==> src/rtl/i2s_tdm_clkgen.sv <==
module i2s_tdm_clkgen #(
  parameter bit WIDE_FRAME = 1'b0
) (
  input  logic        clk,
  input  logic        rst_n,
  input  logic [23:0] ctrl_word,
  output logic        bclk,
  output logic        fclk,
  output logic        bclk_rise,
  output logic        frame_start
);
  localparam int FW  = WIDE_FRAME ? 11 : 9;
  localparam int BW  = WIDE_FRAME ? 11 : 13;
  localparam int FLO = 2;
  localparam int FHI = FLO + FW - 1;
  localparam int BLO = FHI + 1;
  localparam int BHI = BLO + BW - 1;

  logic          run_q, run_d;
  logic          tdm_q, tdm_d;
  logic [BW-1:0] bdiv_q, bdiv_d, rc_q, rc_d;
  logic [FW-1:0] fdiv_q, fdiv_d, bc_q, bc_d;

  wire [BW-1:0] b_in  = ctrl_word[BHI:BLO];
  wire [FW-1:0] f_in  = ctrl_word[FHI:FLO];
  wire [BW-1:0] b_new = (b_in < BW'(2)) ? BW'(2) : b_in;
  wire [FW-1:0] f_new = (f_in < FW'(2)) ? FW'(2) : f_in;

  wire bit_end   = rc_q == bdiv_q - BW'(1);
  wire frame_end = bit_end && (bc_q == fdiv_q - FW'(1));

  always_comb begin
    run_d  = run_q;
    tdm_d  = tdm_q;
    bdiv_d = bdiv_q;
    fdiv_d = fdiv_q;
    rc_d   = rc_q + BW'(1);
    bc_d   = bc_q;
    if (!ctrl_word[0] || !run_q || frame_end) begin
      run_d  = ctrl_word[0];
      tdm_d  = ctrl_word[1];
      bdiv_d = b_new;
      fdiv_d = f_new;
      rc_d   = '0;
      bc_d   = '0;
    end else if (bit_end) begin
      rc_d = '0;
      bc_d = bc_q + FW'(1);
    end
  end

  wire [BW-1:0] low_len = bdiv_d - (bdiv_d >> 1);

  always_ff @(posedge clk or negedge rst_n) begin
    if (!rst_n) begin
      run_q       <= 1'b0;
      tdm_q       <= 1'b0;
      bdiv_q      <= BW'(2);
      fdiv_q      <= FW'(2);
      rc_q        <= '0;
      bc_q        <= '0;
      bclk        <= 1'b0;
      fclk        <= 1'b0;
      bclk_rise   <= 1'b0;
      frame_start <= 1'b0;
    end else begin
      run_q       <= run_d;
      tdm_q       <= tdm_d;
      bdiv_q      <= bdiv_d;
      fdiv_q      <= fdiv_d;
      rc_q        <= rc_d;
      bc_q        <= bc_d;
      bclk        <= run_d && (rc_d >= low_len);
      bclk_rise   <= run_d && (rc_d == low_len);
      frame_start <= run_d && (rc_d == '0) && (bc_d == '0);
      fclk        <= run_d && (tdm_d ? (bc_d == '0) : (bc_d >= (fdiv_d >> 1)));
    end
  end

  AST_OFF_QUIET: assert property (@(posedge clk) disable iff (!rst_n)
    !ctrl_word[0] |=> (!bclk && !fclk && !bclk_rise && !frame_start));
  AST_RISE_MARKED: assert property (@(posedge clk) disable iff (!rst_n)
    $rose(bclk) |-> bclk_rise);
  AST_RISE_HIGH: assert property (@(posedge clk) disable iff (!rst_n)
    bclk_rise |-> bclk);
  AST_FCLK_ON_LOW: assert property (@(posedge clk) disable iff (!rst_n)
    (fclk != $past(fclk)) |-> !bclk);
  AST_FS_IN_LOW: assert property (@(posedge clk) disable iff (!rst_n)
    frame_start |-> (!bclk && !bclk_rise));
endmodule

==> config.mk <==
export PLATFORM = sky130hd
export DESIGN_NAME = i2s_tdm_clkgen
export DESIGN_NICKNAME = d
export VERILOG_FILES = /design/src/rtl/i2s_tdm_clkgen.sv
export SDC_FILE = /design/constraint.sdc
export NUM_CORES = 1
export LEC_CHECK = 0
export BUFFER_PORTS_ARGS = -buffer_cell sky130_fd_sc_hd__buf_2
export CORE_MARGIN = 2
export CORE_UTILIZATION = 23
export CTS_CLUSTER_SIZE = 28
export DETAILED_ROUTE_END_ITERATION = 10
export HOLD_SLACK_MARGIN = 0.08
export PLACE_DENSITY = 0.5
export SYNTH_ARGS = -nofsm -noshare
export SYNTH_HDL_FRONTEND = slang
export SYNTH_SLANG_ARGS = --single-unit
export TNS_END_PERCENT = 50
==> constraint.sdc <==
create_clock -name clk -period 8.7 [get_ports clk]
set_clock_uncertainty 0.1 [all_clocks]
set_input_delay 0.87 -clock clk [delete_from_list [all_inputs] [get_ports clk]]
set_output_delay 0.87 -clock clk [all_outputs]
set_load 0.05 [all_outputs]
==> out/qor.csv, run 1 <==
metric;value;unit
number of flops mapped to enable cells by yosys;0;
multi-input logic area;2690;um^2
Worst setup EP type;register;
Worst Max-Slew Pin Slew;705;ps
pin count of the biggest net entering global routing;51;
Seq pwr share;41.0;%
final hold slack;447;ps
largest fanout on the critical path;9;
Starting DRT DRC Count;174;
CTS root buffer;clkbuf_16;
CP Class;reg -> reg;
worst reg2reg path depth;26;
CTS tree;done;
HP Class;reg -> reg;
Setup Fix Bufs, Post-CTS;0;
Worst path slowest cell;or3b_2;
drt drc;0;
Via density;4.75;
Reg-to-Reg End;bclk$_DFF_PN0_;
Worst path depth;26;
pwr dens;135;nW/um^2
Synth Flop Type;dfrtp_1;
Final GP Congestion;0.856;
maximum VDD drop;59.9;uV
Buf/Inv on CP;1;
Nets;554;
part of the cycle the worst path needs;76.3;%
final hold vios;0;
Die H;139;um
setup violators final;0;
Global Route Usage Sum;11.6;%
Row Count;49;
startpoint types;register;
slew margin rel.;52.5;%
critical path arrival;6750;ps
Max-Cap Viols;0;
worst r2r src;bdiv_q[0]$_DFF_PN0_;
most frequent cells in the layout;48 x dfrtp_1, 39 x inv_1, 39 x nor2_1, 39 x xnor2_1, 36 x ha_1;
post-synthesis register bit count;50;
number of diodes;0;
dpl hpwl;8.71;mm
pre-CTS setup slack;2140;ps
switching pwr;197;uW
r2r setup slk;2060;ps
CTS Buffer Depth;2;
post-synth cell types;57;
setup TNS;0;ps
first-pass GRT wire length;18.2;mm
commonest non-fill, non-tap cell in the layout;dfrtp_1;
unrepaired setup endpoints after global routing;false;
starting density of the core;23.4;%
synth-to-layout area growth;12.4;%
outcome;complete, no violations;
worst-skew pair later-pin latency;290;ps
# IOs;30;
initial antenna violation count;0;
drt pass-1 iters;4;
cts bufs inserted;5;
Syn Nets;536;
Internal;433;uW
Max Clk Rate;151;MHz
Seq/Total Area, Yosys;30.1;%
fin worst setup slack;2060;ps
IO Port Bufs;29;
Final Max Slew Viols;0;
Yosys Warn Count;0;
ys async rst share;100;%
Sink Count;50;
Synth Instances;473;
Die ar.;19200;um^2
Crit path max-delay family;simple AND/OR/NAND/NOR gates;
core area;17800;um^2
Pleak;0.00211;uW
die width;139;um
Comb pwr share;27.5;%
drt total wl;10.8;mm
slowest stage delay, CP;520;ps
CTS H-tree depth;2;
post-cts sizing count;0;
CTS clock-pin slew for the worst setup and hold paths;70;ps
Fillers;1911;
total grt overflow;0;
clock power share;31.5;%
Vias;3423;
worst path required time;8820;ps
Final Critical Period;6640;ps
drt wl/cell;14.9;um
Mapped Area;4170;um^2
Worst setup startpoint;bdiv_q[0]$_DFF_PN0_;
share of cells above drive strength 1;11.6;%
Sequential Area;1250;um^2
hold-fix buffers at CTS;0;
Switching Fraction;31.3;%
Pwr Total;630;uW
Routed Antenna Nets;0;
via count of the first global-routing pass;3527;
Setup crit end;bclk$_DFF_PN0_;
average instance area after synthesis;8.81;um^2
[cell usage after synthesis, drive strengths merged (3+ instances only)]
| master | n | share of area [%] |
|---|---|---|
| o31ai | 6 | 1.1 |
| nor2 | 39 | 3.5 |
| nor4 | 13 | 2.3 |
| a21o | 4 | 0.72 |
| nand4 | 5 | 0.75 |
| o211ai | 7 | 1.3 |
| nor2b | 7 | 1.1 |
| xnor2 | 39 | 8.2 |
| or4 | 7 | 1.3 |
| or3 | 7 | 1.1 |
| or2 | 6 | 0.90 |
| and2 | 4 | 0.60 |
| dfrtp | 48 | 29 |
| a31oi | 7 | 1.1 |
| nor3b | 3 | 0.54 |
| xor2 | 19 | 4.0 |
| nor3 | 9 | 1.1 |
| nand3 | 12 | 1.4 |
| clkbuf | 13 | 1.2 |
| nand2 | 17 | 1.5 |
| o21a | 6 | 1.1 |
| nand2b | 4 | 0.60 |
| o21ai | 16 | 2.0 |
| maj3 | 4 | 0.96 |
| buf | 7 | 0.84 |
| a21oi | 23 | 2.9 |
| and3 | 12 | 1.8 |
| mux2 | 6 | 1.6 |
| inv | 39 | 3.5 |
| ha | 36 | 11 |
| mux2i | 15 | 3.6 |
| a211oi | 3 | 0.54 |
| and4 | 4 | 0.84 |
[final cells by class]
class                      instances  share of cell area, %
inverter                          39                   3.12
multi-input combinational        364                   57.4
sequential                        50                   26.8
tap                              229                   6.12
timing repair buffer              31                   3.42
clock buffer                       7                   3.04
clock inverter                     1                  0.107
[power by group through the flow]
stage | logic [uW] | registers (uW) | clock network, uW
after global placement | 172 | 263 | 0
after floorplan | 128 | 259 | 0
after detailed placement | 175 | 263 | 0
after CTS | 176 | 259 | 203
final | 173 | 259 | 198
after global routing | 197 | 261 | 219
[through the flow]
step	instances	util [%]	instance area, um^2
finish	721	26.3	4680
global route	721	26.3	4680
CTS	721	26.3	4680
detailed placement	713	25.4	4540
global placement	713	25.4	4540
floorplan	473	-	4170
[flip-flops by register name (all words and copies together) (netlist names)]
register	count
bdiv_q	13
run_q	1
fdiv_q	9
bclk_rise	1
frame_start	1
rc_q	13
fclk	1
bc_q	9
bclk	1
tdm_q	1
[cell families after synthesis]
group	after synthesis	synth area share [%]
adder cells (fa/ha/maj)	41	12.3
flip-flops	50	30.1
multiplexers	21	5.23
XOR/XNOR	58	12.2
buffers and inverters	59	5.53
AO/OA/AOI/OAI	88	14.0
AND/OR/NAND/NOR	156	20.7
[worst min-delay path: stages (launching register included)]
cell and delay, ps:
dfrtp_1 360, mux2i_1 100, inv_1 60
[layer usage]
metal | GRT usage (%) | up-vias | wire length [um]
met5 | 0 | - | 0
met4 | 2.31 | 0 | 98
met3 | 2.21 | 8 | 423
met2 | 20.0 | 49 | 5270
met1 | 15.2 | 1646 | 4970
li1 | - | 1720 | -
[worst min path at each step]
stage	to	depth (start not counted)	start	slack [ps]
finish	fdiv_q[8]$_DFF_PN0_	2	fdiv_q[8]$_DFF_PN0_	450
global route	tdm_q$_DFF_PN0_	1	tdm_q$_DFF_PN0_	470
CTS	fdiv_q[8]$_DFF_PN0_	2	fdiv_q[8]$_DFF_PN0_	450
detailed placement	fdiv_q[8]$_DFF_PN0_	2	fdiv_q[8]$_DFF_PN0_	440
global placement	fdiv_q[8]$_DFF_PN0_	2	fdiv_q[8]$_DFF_PN0_	440
floorplan	tdm_q$_DFF_PN0_	1	tdm_q$_DFF_PN0_	380
No activity file was read; power rests on OpenSTA's default activity.
==> run 2, diff against run 1 <==
clock period = 6.8 ns   (was 8.7 ns; I/O delays follow)
==> out/qor.csv, run 2 (synthesized netlist as in run 1, its figures left out) <==
metric;value;unit
first-pass GRT wire length;18.1;mm
Via density;4.78;
largest registers;bdiv_q (13), rc_q (13);
CTS root buffer;clkbuf_16;
maximum VDD drop;80.8;uV
via count of the first global-routing pass;3551;
HP Class;in -> async;
slowest stage delay, CP;530;ps
CTS Buffer Depth;2;
setup TNS;0;ps
Switching Fraction;32.8;%
Crit path max-delay family;simple AND/OR/NAND/NOR gates;
CTS H-tree depth;2;
synth-to-layout area growth;13.1;%
Nets;555;
Max Clk Rate;158;MHz
final hold vios;0;
core area;17800;um^2
largest fanout on the critical path;27;
Sink Count;50;
Routed Antenna Nets;0;
CP cell instances;inv_1 -> ha_1 -> or3b_2 -> or4_1 -> a21oi_1 -> o211ai_1 -> or2_4 -> o21ai_4 -> buf_6 -> mux2_2 -> ha_1 -> or2_2 -> a21oi_1 -> a21oi_1 -> maj3_1 -> mux2i_1 -> o21bai_1 -> xnor2_1 -> ha_1 -> nand3_1 -> nor4_1 -> nor3b_1 -> a21oi_1;
unrepaired setup endpoints after global routing;false;
setup violators final;0;
Die H;139;um
starting density of the core;23.4;%
Pwr Total;814;uW
initial antenna violation count;0;
cts bufs inserted;5;
Worst path slowest cell;or3b_2;
IO Port Bufs;29;
Comb pwr share;28.8;%
worst r2r src;bdiv_q[0]$_DFF_PN0_;
outcome;complete, no violations;
Internal;547;uW
Buf/Inv on CP;2;
part of the cycle the worst path needs;93.3;%
commonest non-fill, non-tap cell in the layout;dfrtp_1;
worst path required time;6930;ps
r2r setup slk;450;ps
drt drc;0;
slew margin rel.;52.9;%
Worst Max-Slew Pin Slew;700;ps
switching pwr;267;uW
CTS tree;done;
critical path's most frequent cell;a21oi_1;
Max-Cap Viols;0;
drt wl/cell;15.2;um
Pleak;0.00212;uW
number of diodes;0;
worst reg2reg path depth;23;
# IOs;30;
startpoint types;register;
clock power share;30.7;%
Vias;3451;
Seq pwr share;40.5;%
Final Critical Period;6350;ps
share of cells above drive strength 1;12.6;%
most frequent cells in the layout;48 x dfrtp_1, 39 x inv_1, 39 x nor2_1, 39 x xnor2_1, 36 x ha_1;
pin count of the biggest net entering global routing;51;
critical path arrival;6480;ps
Die ar.;19200;um^2
Fillers;1916;
hold-fix buffers at CTS;0;
CP Class;reg -> reg;
Worst setup EP type;register;
Row Count;49;
Starting DRT DRC Count;201;
pwr dens;173;nW/um^2
worst-skew pair later-pin latency;300;ps
Final GP Congestion;0.828;
Final Max Slew Viols;0;
drt pass-1 iters;4;
die width;139;um
CTS clock-pin slew for the worst setup and hold paths;70;ps
dpl hpwl;8.73;mm
drt total wl;11.0;mm
Global Route Usage Sum;11.6;%
total grt overflow;0;
Reg-to-Reg End;bclk$_DFF_PN0_;
-- run 2: area by class of cell --
type / instances / area, um^2 / area share [%]
Timing Repair Buffer: 32 / 171 / 3.64
Inverter: 39 / 146 / 3.11
Sequential cell: 50 / 1250 / 26.6
Clock buffer: 6 / 129 / 2.73
Tap cell: 229 / 287 / 6.08
Clock inverter: 2 / 10.0 / 0.212
Multi-Input combinational cell: 364 / 2720 / 57.6
-- run 2: how the worst max path moves through the flow --
stage                         from        endpoint  slack, ps  depth (start not counted)
6_report       bdiv_q[0]$_DFF_PN0_  bclk$_DFF_PN0_        450                         23
4_1_cts        bdiv_q[0]$_DFF_PN0_  bclk$_DFF_PN0_        230                         23
2_1_floorplan  bdiv_q[0]$_DFF_PN0_  bclk$_DFF_PN0_        630                         26
3_5_place_dp   bdiv_q[0]$_DFF_PN0_  bclk$_DFF_PN0_        240                         22
3_3_place_gp   bdiv_q[0]$_DFF_PN0_  bclk$_DFF_PN0_        440                         23
5_1_grt        bdiv_q[0]$_DFF_PN0_  bclk$_DFF_PN0_         10                         25
-- run 2: per-stage QoR --
stage	area (um^2)	util [%]	instances	worst slack (ps)	hold WS (ps)
floorplan	4170	-	473	633	284
global placement	4540	25.4	713	442	433
detailed placement	4540	25.4	713	245	441
CTS	4680	26.2	721	226	448
global route	4710	26.4	722	14.3	466
finish	4710	26.4	722	454	413
-- run 2: power by group through the flow --
stage               Clock, uW  Combinational (uW)  Sequential, uW
floorplan                   0                 163             332
global placement            0                 225             335
detailed placement          0                 230             335
CTS                       256                 231             330
global route              271                 262             332
finish                    250                 234             330
-- run 2: repair_timing --
action	4_1_cts	5_1_grt
setup endpoints to repair	0	2
resized for setup	0	7
setup buffers	0	1
-- run 2: metal layers --
metal | routed length [um] | track usage, % | up-vias
met5 | 0 | 0 | -
met4 | 108 | 2.52 | 0
met3 | 411 | 2.14 | 8
met2 | 5290 | 19.9 | 63
met1 | 5150 | 15.3 | 1662
li1 | - | - | 1718
==> run 3, diff against run 2 <==
CORE_ASPECT_RATIO = 2   (was not set)
==> out/qor.csv, run 3 (synthesized netlist as in run 1, its figures left out) <==
metric;value;unit
CTS root buffer;clkbuf_16;
fin cells;706;
initial antenna violation count;0;
pin count of the biggest net entering global routing;51;
worst-skew pair later-pin latency;300;ps
Routed Antenna Nets;0;
drt wl/cell;17.1;um
synth-to-layout area growth;14.0;%
part of the cycle the worst path needs;93.1;%
CTS Buffer Depth;2;
setup violators final;0;
worst r2r src;bdiv_q[0]$_DFF_PN0_;
Pleak;0.00214;uW
IO Port Bufs;29;
share of cells above drive strength 1;13.0;%
Row Count;69;
slowest stage delay, CP;530;ps
Setup Fix Bufs, Post-CTS;0;
core area;17800;um^2
outcome;complete, no violations;
CTS H-tree depth;2;
worst path required time;6930;ps
drt total wl;12.1;mm
Worst Max-Slew Pin Slew;1100;ps
final hold vios;0;
Final Critical Period;6330;ps
Die ar.;19300;um^2
die width;99.2;um
Max Clk Rate;158;MHz
cts bufs inserted;5;
CTS clock-pin slew for the worst setup and hold paths;70;ps
number of diodes;0;
HP Class;in -> async;
most frequent cells in the layout;48 x dfrtp_1, 39 x inv_1, 39 x nor2_1, 39 x xnor2_1, 36 x ha_1;
area post-placement;4520;um^2
Reg-to-Reg End;bclk$_DFF_PN0_;
starting density of the core;23.4;%
CP Class;reg -> reg;
startpoint types;register;
dpl hpwl;10.3;mm
Final GP Congestion;0.810;
Vias;3519;
setup TNS;0;ps
# IOs;30;
first-pass GRT wire length;19.5;mm
largest fanout on the critical path;7;
Starting DRT DRC Count;86;
Nets;555;
pwr dens;191;nW/um^2
worst reg2reg path depth;25;
Global Route Usage Sum;13.0;%
CTS tree;done;
Worst path slowest cell;or3b_2;
critical path arrival;6460;ps
r2r setup slk;470;ps
Die H;194;um
maximum VDD drop;94.4;uV
Max-Cap Viols;0;
post-cts sizing count;0;
drt pass-1 iters;4;
slew margin rel.;25.8;%
total grt overflow;0;
Worst setup EP type;register;
commonest non-fill, non-tap cell in the layout;dfrtp_1;
final hold slack;406;ps
Via density;4.98;
unrepaired setup endpoints after global routing;false;
hold-fix buffers at CTS;0;
Sink Count;50;
via count of the first global-routing pass;3824;
Finished Cell Area;4750;um^2
largest registers;bdiv_q (13), rc_q (13);
drt drc;0;
placed insts;698;
Final Max Slew Viols;0;
## run 3: cell types whose count changed in the layout (fill, tap and decap cells not counted)
cell,previous run,this run
a21oi_1,21,22
a21oi_2,2,1
buf_4,2,3
buf_6,1,0
bufinv_16,0,2
clkbuf_1,1,0
clkbuf_8,0,1
clkinv_2,2,0
mux2i_2,0,1
mux2i_4,1,0
nor4_1,12,10
nor4_2,0,2
o21ai_0,15,14
o21ai_1,0,1
## run 3: stage by stage
| stage | utilization, % | setup slack (ps) | power, uW |
|---|---|---|---|
| 3_5_place_dp | 25.4 | 122 | 574 |
| 2_1_floorplan | - | 633 | 495 |
| 3_3_place_gp | 25.4 | 308 | 569 |
| 6_report | 26.7 | 470 | 907 |
| 5_1_grt | 26.7 | 31.7 | 953 |
| 4_1_cts | 26.6 | 124 | 913 |
## run 3: final cells by class
class / instances / area (um^2)
repair buffers: 32 / 168
clock buffers: 6 / 139
flip-flops and latches: 50 / 1250
fillers: 1933 / 13000
clock inverters: 2 / 60.1
multi-input cells: 364 / 2720
inverters: 39 / 146
well taps: 213 / 267
## run 3: worst max-delay path by stage
stage,from,to,cells after the start
global route,bdiv_q[0]$_DFF_PN0_,bclk$_DFF_PN0_,26
global placement,bdiv_q[0]$_DFF_PN0_,bclk$_DFF_PN0_,24
floorplan,bdiv_q[0]$_DFF_PN0_,bclk$_DFF_PN0_,26
CTS,bdiv_q[0]$_DFF_PN0_,bclk$_DFF_PN0_,25
finish,bdiv_q[0]$_DFF_PN0_,bclk$_DFF_PN0_,25
detailed placement,bdiv_q[0]$_DFF_PN0_,bclk$_DFF_PN0_,25
## run 3: routing by layer
metal	track usage (%)	share of wire [%]	up-vias
li1	-	-	1719
met1	10.8	31	1712
met2	27.1	60	58
met3	1.08	1.5	30
met4	8.52	7.3	0
met5	0	0	-
## run 3: worst max-delay path: cells and delay by family (launching register included)
kind            cells  cell delay (ps)
compound gates      9             1620
xor+xnor            1              150
fa+ha+maj           4             1090
buf+inv             2              160
flops               1              410
mux                 2              680
simple gates        7             2010
## run 3: power by group
group          total [uW]  switching [uW]  internal (uW)
Combinational         237             137           99.9
Clock                 338             117            221
Sequential            332            20.4            311
Total                 907             274            632
